### src/rtl/usbclk_pkg.sv
package usbclk_pkg;
  localparam int DIV_W_DEF    = 4;
  localparam int SLOW_LOG2    = 2;
  localparam int ADDR_W       = 2;
  localparam logic [ADDR_W-1:0] ADR_ON   = 2'd0;
  localparam logic [ADDR_W-1:0] ADR_OFF  = 2'd1;
  localparam logic [ADDR_W-1:0] ADR_STAT = 2'd2;
  localparam logic [ADDR_W-1:0] ADR_CFG  = 2'd3;
endpackage

### src/rtl/usbclk_regs.sv
module usbclk_regs
  import usbclk_pkg::*;
#(
  parameter int DIV_W  = DIV_W_DEF,
  localparam int DATA_W = DIV_W + 1
) (
  input  logic              clk,
  input  logic              rst_n,
  input  logic              wr_en,
  input  logic [ADDR_W-1:0] wr_addr,
  input  logic [DATA_W-1:0] wr_data,
  input  logic [ADDR_W-1:0] rd_addr,
  output logic [DATA_W-1:0] rd_data,
  input  logic              run_i,
  output logic              en_req_o,
  output logic              pend_sel_o,
  output logic [DIV_W-1:0]  pend_div_o
);
  logic set_hit, clr_hit, cfg_hit;

  assign set_hit = wr_en && (wr_addr == ADR_ON)  && wr_data[0];
  assign clr_hit = wr_en && (wr_addr == ADR_OFF) && wr_data[0];
  assign cfg_hit = wr_en && (wr_addr == ADR_CFG);

  always_ff @(posedge clk or negedge rst_n) begin
    if (!rst_n) begin
      en_req_o   <= 1'b0;
      pend_sel_o <= 1'b0;
      pend_div_o <= '0;
    end else begin
      if (set_hit)      en_req_o <= 1'b1;
      else if (clr_hit) en_req_o <= 1'b0;
      if (cfg_hit) begin
        pend_sel_o <= wr_data[DIV_W];
        pend_div_o <= wr_data[DIV_W-1:0];
      end
    end
  end

  always_comb begin
    rd_data = '0;
    case (rd_addr)
      ADR_STAT: rd_data[0] = run_i;
      ADR_CFG:  rd_data    = {pend_sel_o, pend_div_o};
      default:  rd_data    = '0;
    endcase
  end
endmodule

### src/rtl/usbclk_divider.sv
module usbclk_divider #(
  parameter int DIV_W = 4,
  parameter int PH_W  = 3
) (
  input  logic             clk,
  input  logic             rst_n,
  input  logic             pll_a_tick,
  input  logic             pll_u_tick,
  input  logic             run_i,
  input  logic             pend_sel_i,
  input  logic [DIV_W-1:0] pend_div_i,
  output logic             tc_o,
  output logic             cfg_load_o,
  output logic [PH_W-1:0]  phase_o,
  output logic             act_sel_o,
  output logic [DIV_W-1:0] act_div_o
);
  logic [DIV_W-1:0] cnt;
  logic             src_tick;

  function automatic logic at_limit(input logic [DIV_W-1:0] c,
                                    input logic [DIV_W-1:0] lim);
    return c == lim;
  endfunction

  assign src_tick   = act_sel_o ? pll_u_tick : pll_a_tick;
  assign tc_o       = run_i && src_tick && at_limit(cnt, act_div_o);
  assign cfg_load_o = tc_o || !run_i;

  always_ff @(posedge clk or negedge rst_n) begin
    if (!rst_n) begin
      cnt       <= '0;
      phase_o   <= '0;
      act_sel_o <= 1'b0;
      act_div_o <= '0;
    end else begin
      if (run_i && src_tick) cnt <= tc_o ? '0 : cnt + 1'b1;
      if (tc_o) phase_o <= phase_o + 1'b1;
      if (cfg_load_o) begin
        act_sel_o <= pend_sel_i;
        act_div_o <= pend_div_i;
      end
    end
  end
endmodule

### src/rtl/usbclk_gate.sv
module usbclk_gate #(
  parameter int PH_W = 3
) (
  input  logic            clk,
  input  logic            rst_n,
  input  logic            en_req_i,
  input  logic            tc_i,
  input  logic [PH_W-1:0] phase_i,
  output logic            run_o,
  output logic            wrap_o
);
  assign wrap_o = tc_i && (phase_i == {PH_W{1'b1}});

  always_ff @(posedge clk or negedge rst_n) begin
    if (!rst_n)                          run_o <= 1'b0;
    else if (!run_o && en_req_i)         run_o <= 1'b1;
    else if (run_o && !en_req_i && wrap_o) run_o <= 1'b0;
  end
endmodule

### src/rtl/usb_fs_clkgen.sv
module usb_fs_clkgen
  import usbclk_pkg::*;
#(
  parameter int DIV_W     = DIV_W_DEF,
  parameter int SLOW_SHFT = SLOW_LOG2,
  localparam int DATA_W   = DIV_W + 1,
  localparam int PH_W     = SLOW_SHFT + 1
) (
  input  logic              clk,
  input  logic              rst_n,
  input  logic              pll_a_tick,
  input  logic              pll_u_tick,
  input  logic              wr_en,
  input  logic [ADDR_W-1:0] wr_addr,
  input  logic [DATA_W-1:0] wr_data,
  input  logic [ADDR_W-1:0] rd_addr,
  output logic [DATA_W-1:0] rd_data,
  output logic              clk48_o,
  output logic              clk12_o
);
  logic             en_req, pend_sel, act_sel, gate_run, tc, cfg_load, wrap;
  logic [DIV_W-1:0] pend_div, act_div;
  logic [PH_W-1:0]  phase;

  usbclk_regs #(.DIV_W(DIV_W)) u_regs (
    .clk(clk), .rst_n(rst_n), .wr_en(wr_en), .wr_addr(wr_addr),
    .wr_data(wr_data), .rd_addr(rd_addr), .rd_data(rd_data),
    .run_i(gate_run), .en_req_o(en_req), .pend_sel_o(pend_sel),
    .pend_div_o(pend_div)
  );

  usbclk_divider #(.DIV_W(DIV_W), .PH_W(PH_W)) u_div (
    .clk(clk), .rst_n(rst_n), .pll_a_tick(pll_a_tick),
    .pll_u_tick(pll_u_tick), .run_i(gate_run), .pend_sel_i(pend_sel),
    .pend_div_i(pend_div), .tc_o(tc), .cfg_load_o(cfg_load),
    .phase_o(phase), .act_sel_o(act_sel), .act_div_o(act_div)
  );

  usbclk_gate #(.PH_W(PH_W)) u_gate (
    .clk(clk), .rst_n(rst_n), .en_req_i(en_req), .tc_i(tc),
    .phase_i(phase), .run_o(gate_run), .wrap_o(wrap)
  );

  assign clk48_o = phase[0];
  assign clk12_o = phase[PH_W-1];
endmodule

### config.mk
export PLATFORM = sky130hd
export DESIGN_NAME = usb_fs_clkgen
export DESIGN_NICKNAME = d
export VERILOG_FILES = /design/src/rtl/usbclk_pkg.sv /design/src/rtl/usbclk_regs.sv /design/src/rtl/usbclk_divider.sv /design/src/rtl/usbclk_gate.sv /design/src/rtl/usb_fs_clkgen.sv
export SDC_FILE = /design/constraint.sdc
export NUM_CORES = 1
export LEC_CHECK = 0
export BUFFER_PORTS_ARGS = -buffer_cell sky130_fd_sc_hd__buf_2
export CORE_MARGIN = 2
export CORE_UTILIZATION = 55
export CTS_CLUSTER_SIZE = 24
export DETAILED_ROUTE_END_ITERATION = 12
export PLACE_DENSITY_LB_ADDON = 0.25
export SYNTH_ARGS = -nofsm -noshare
export SYNTH_HDL_FRONTEND = slang
export SYNTH_SLANG_ARGS = --single-unit
### constraint.sdc
create_clock -name clk -period 2.5 [get_ports clk]
set_input_delay 0.5 -clock clk [delete_from_list [all_inputs] [get_ports clk]]
set_output_delay 0.5 -clock clk [all_outputs]
set_load 0.05 [all_outputs]
==> reports/results.txt <==
# nets final -> 112
TritonCTS buffer count -> 3
initial antenna violation count -> 0
YS warnings -> 0
number of hold violations in the final report -> 0
share of cells above drive strength 1 -> 0.4362
cell depth of the worst setup path -> 3
Top FF cell, synth -> dfrtp_1
setup TNS -> 0 ps
r2r endpoint -> u_div.act_div_o[3]$_DFFE_PN0P_
fraction of registers with async set/reset -> 1.000
largest net degree at the start of global routing -> 20
DR WL/cell -> 15.03 um
synthesized area -> 899.6 sq um
critical path's largest stage delay -> 480 ps
HPWL after DPL -> 1293 um
HP Class -> in -> async
hold_ws -> 126.2 ps
Synth top area share -> 0.5285
Die Wd -> 44.45 um
crit-path leading delay family -> flip-flops
die height -> 44.45 um
total placed cells including tap cells -> 106
M1 GR Usage -> 0.2354
Pleak -> 0.5131 nW
TritonRoute pass-1 iters -> 4
syn nets -> 87
met3 Track Usage GR -> 0.03673
Synth area leader -> dfrtp_1
Most Used Layer, Global Route -> met2
Crit. Startpoint -> u_gate.run_o$_DFFE_PN0P_
num rows -> 14
routability congestion estimate -> 0.7361
Post-CTS Setup Bufs -> 0
startpoint types -> flip-flop
n_diodes -> 0
Worst Max-Slew Pin Slew -> 411.9 ps
CTS max path bufs -> 2
Post-route DRC -> 0
worst skew pair latency -> 290 ps
number of global-route vias before repair -> 611
r2r startpoint -> u_div.cnt[0]$_DFFE_PN0P_
CP Data Required Time -> 2000 ps
kind of end point of the critical path -> primary output
H-tree Lvls -> 1
most frequent cells in the layout -> buf_2, dfrtp_1, mux2_2, and3_1, xnor2_1
Tot Pwr -> 1.188 mW
Fmax -> 0.5701 GHz
synth unique cells -> 21
initial DRC count -> 8
flop and latch count out of synthesis -> 19
post-route antenna net violation count -> 0
fin area -> 1046 sq um
unrepaired setup endpoints after global routing -> false
pwr/cell area -> 1135 nW/um^2
CTS root buf -> clkbuf_4
total track usage -> 0.2029
Crit Path Class -> reg -> out
global-route wire length before repair -> 2773 um
Max Transition Viols Final -> 0
vias per cell -> 5.491
Die ar. -> 1975 sq um
critical path data arrival time -> 1250 ps
post-synthesis sequential area ratio -> 0.5285
period utilisation layout -> 0.7016
Final Setup Violations -> 0
Post-Syn Instances -> 70
CTS tree -> yes
Synth area leaders -> dfrtp_1, mux2_2, ha_1, xnor2_1, and3_1
syn_area_per_cell -> 12.85 sq um
hold buffer count at cts -> 0
fillers -> 129
Ports -> 21
vias -> 604
Post-synth EDFFs -> 0
Slew HR -> 0.7254
leading cell type in the layout, fill and taps excluded -> buf_2
Max VDD drop -> 0.6949 mV
core area -> 1524 sq um
number of non-filler instances in the completed layout -> 110
Max FO, Critical Path -> 4
Cell Chain, Critical Path -> mux2i_1, nor2b_1, buf_2
met2 Resource Use GR -> 0.3618
Worst Clk Skew -> 3.600 ps
Initial Util -> 0.5903
minimum clock period -> 1754 ps
GR Overflow Total -> 0
dpl cell area -> 1020 sq um
WP buf/inv -> 1
Port Buffers -> 20
CTS sink count -> 19
Place WS -> 817.3 ps
Worst-path clk slew -> 100 ps
R2R setup slack -> 800 ps
synthesis-to-layout area growth -> 16.27%
Crit-path slowest cell -> dfrtp_1
final worst slack -> 746.1 ps
final wirelength -> 1653 um
status -> completed
CP endpoint -> rd_data[0]
max-capacitance violation count -> 0
CTS resizes -> 0
cells on worst reg2reg path -> 4
Final Core Density -> 0.6864
state kept, by name, indices dropped and copies added, names as in the netlist:
name,count
u_div.act_div_o,4
u_div.cnt,4
u_regs.pend_div_o,4
u_div.phase_o,3
u_div.act_sel_o,1
u_gate.run_o,1
u_regs.en_req_o,1
u_regs.pend_sel_o,1
worst min-delay path by stage:
stage	end	depth (start not counted)
2_1_floorplan	u_div.act_div_o[0]$_DFFE_PN0P_	0
3_3_place_gp	u_regs.pend_div_o[2]$_DFFE_PN0P_	1
3_5_place_dp	u_regs.pend_sel_o$_DFFE_PN0P_	1
4_1_cts	u_div.act_sel_o$_DFFE_PN0P_	1
5_1_grt	u_regs.pend_sel_o$_DFFE_PN0P_	1
6_report	u_regs.pend_div_o[2]$_DFFE_PN0P_	1
final cells by class:
type | count | area [sq um] | area share
clock buffer | 4 | 26.28 | 0.02512
timing repair buffer | 20 | 100.1 | 0.09569
inverter | 2 | 7.507 | 0.007177
multi-input combinational | 49 | 416.7 | 0.3983
sequential | 19 | 475.5 | 0.4545
tap | 16 | 20.02 | 0.01914
worst reg2reg max path, delay by kind of cell (launching register included):
family           cells  cell delay [ps]
flip-flops           1              440
multiplexers         1              370
AO/OA/AOI/OAI        1              300
AND/OR/NAND/NOR      1              260
XOR/XNOR             1              230
where the power goes:
group          switching [mW]  internal, mW  leakage (nW)
Sequential              0.100         0.424         0.227
Combinational           0.271         0.243         0.271
Clock                  0.0870        0.0619        0.0150
logic make-up (layout without fill, tap and decap cells):
| logic type | Yosys count | after routing | synth area share |
|---|---|---|---|
| AOI/OAI and AO/OA | 8 | 8 | 0.07233 |
| xor gates and xnor gates | 5 | 5 | 0.04868 |
| adders and majority gates | 3 | 3 | 0.04173 |
| buffers and inverters | 2 | 26 | 0.008348 |
| DFF | 19 | 19 | 0.5285 |
| muxes | 15 | 15 | 0.1864 |
| and+or+nand+nor | 18 | 18 | 0.1140 |
cell usage after synthesis (2+ instances only):
library cell,n
inv_1,2
nor2b_1,2
nand2_1,3
dfrtp_1,19
xnor2_1,4
a21o_1,2
and3_1,4
ha_1,3
nand3_1,2
mux2_2,14
a22o_1,2
o21ai_0,2
nor2_1,3
layer usage:
metal / wire length [um] / part of all wire / vias up
met5: 0 / 0 / -
met3: 75 / 0.045 / 2
met2: 852 / 0.52 / 13
met4: 19 / 0.011 / 0
met1: 706 / 0.43 / 294
li1: - / - / 295
Note: power is estimated with default switching activity, not from simulation.
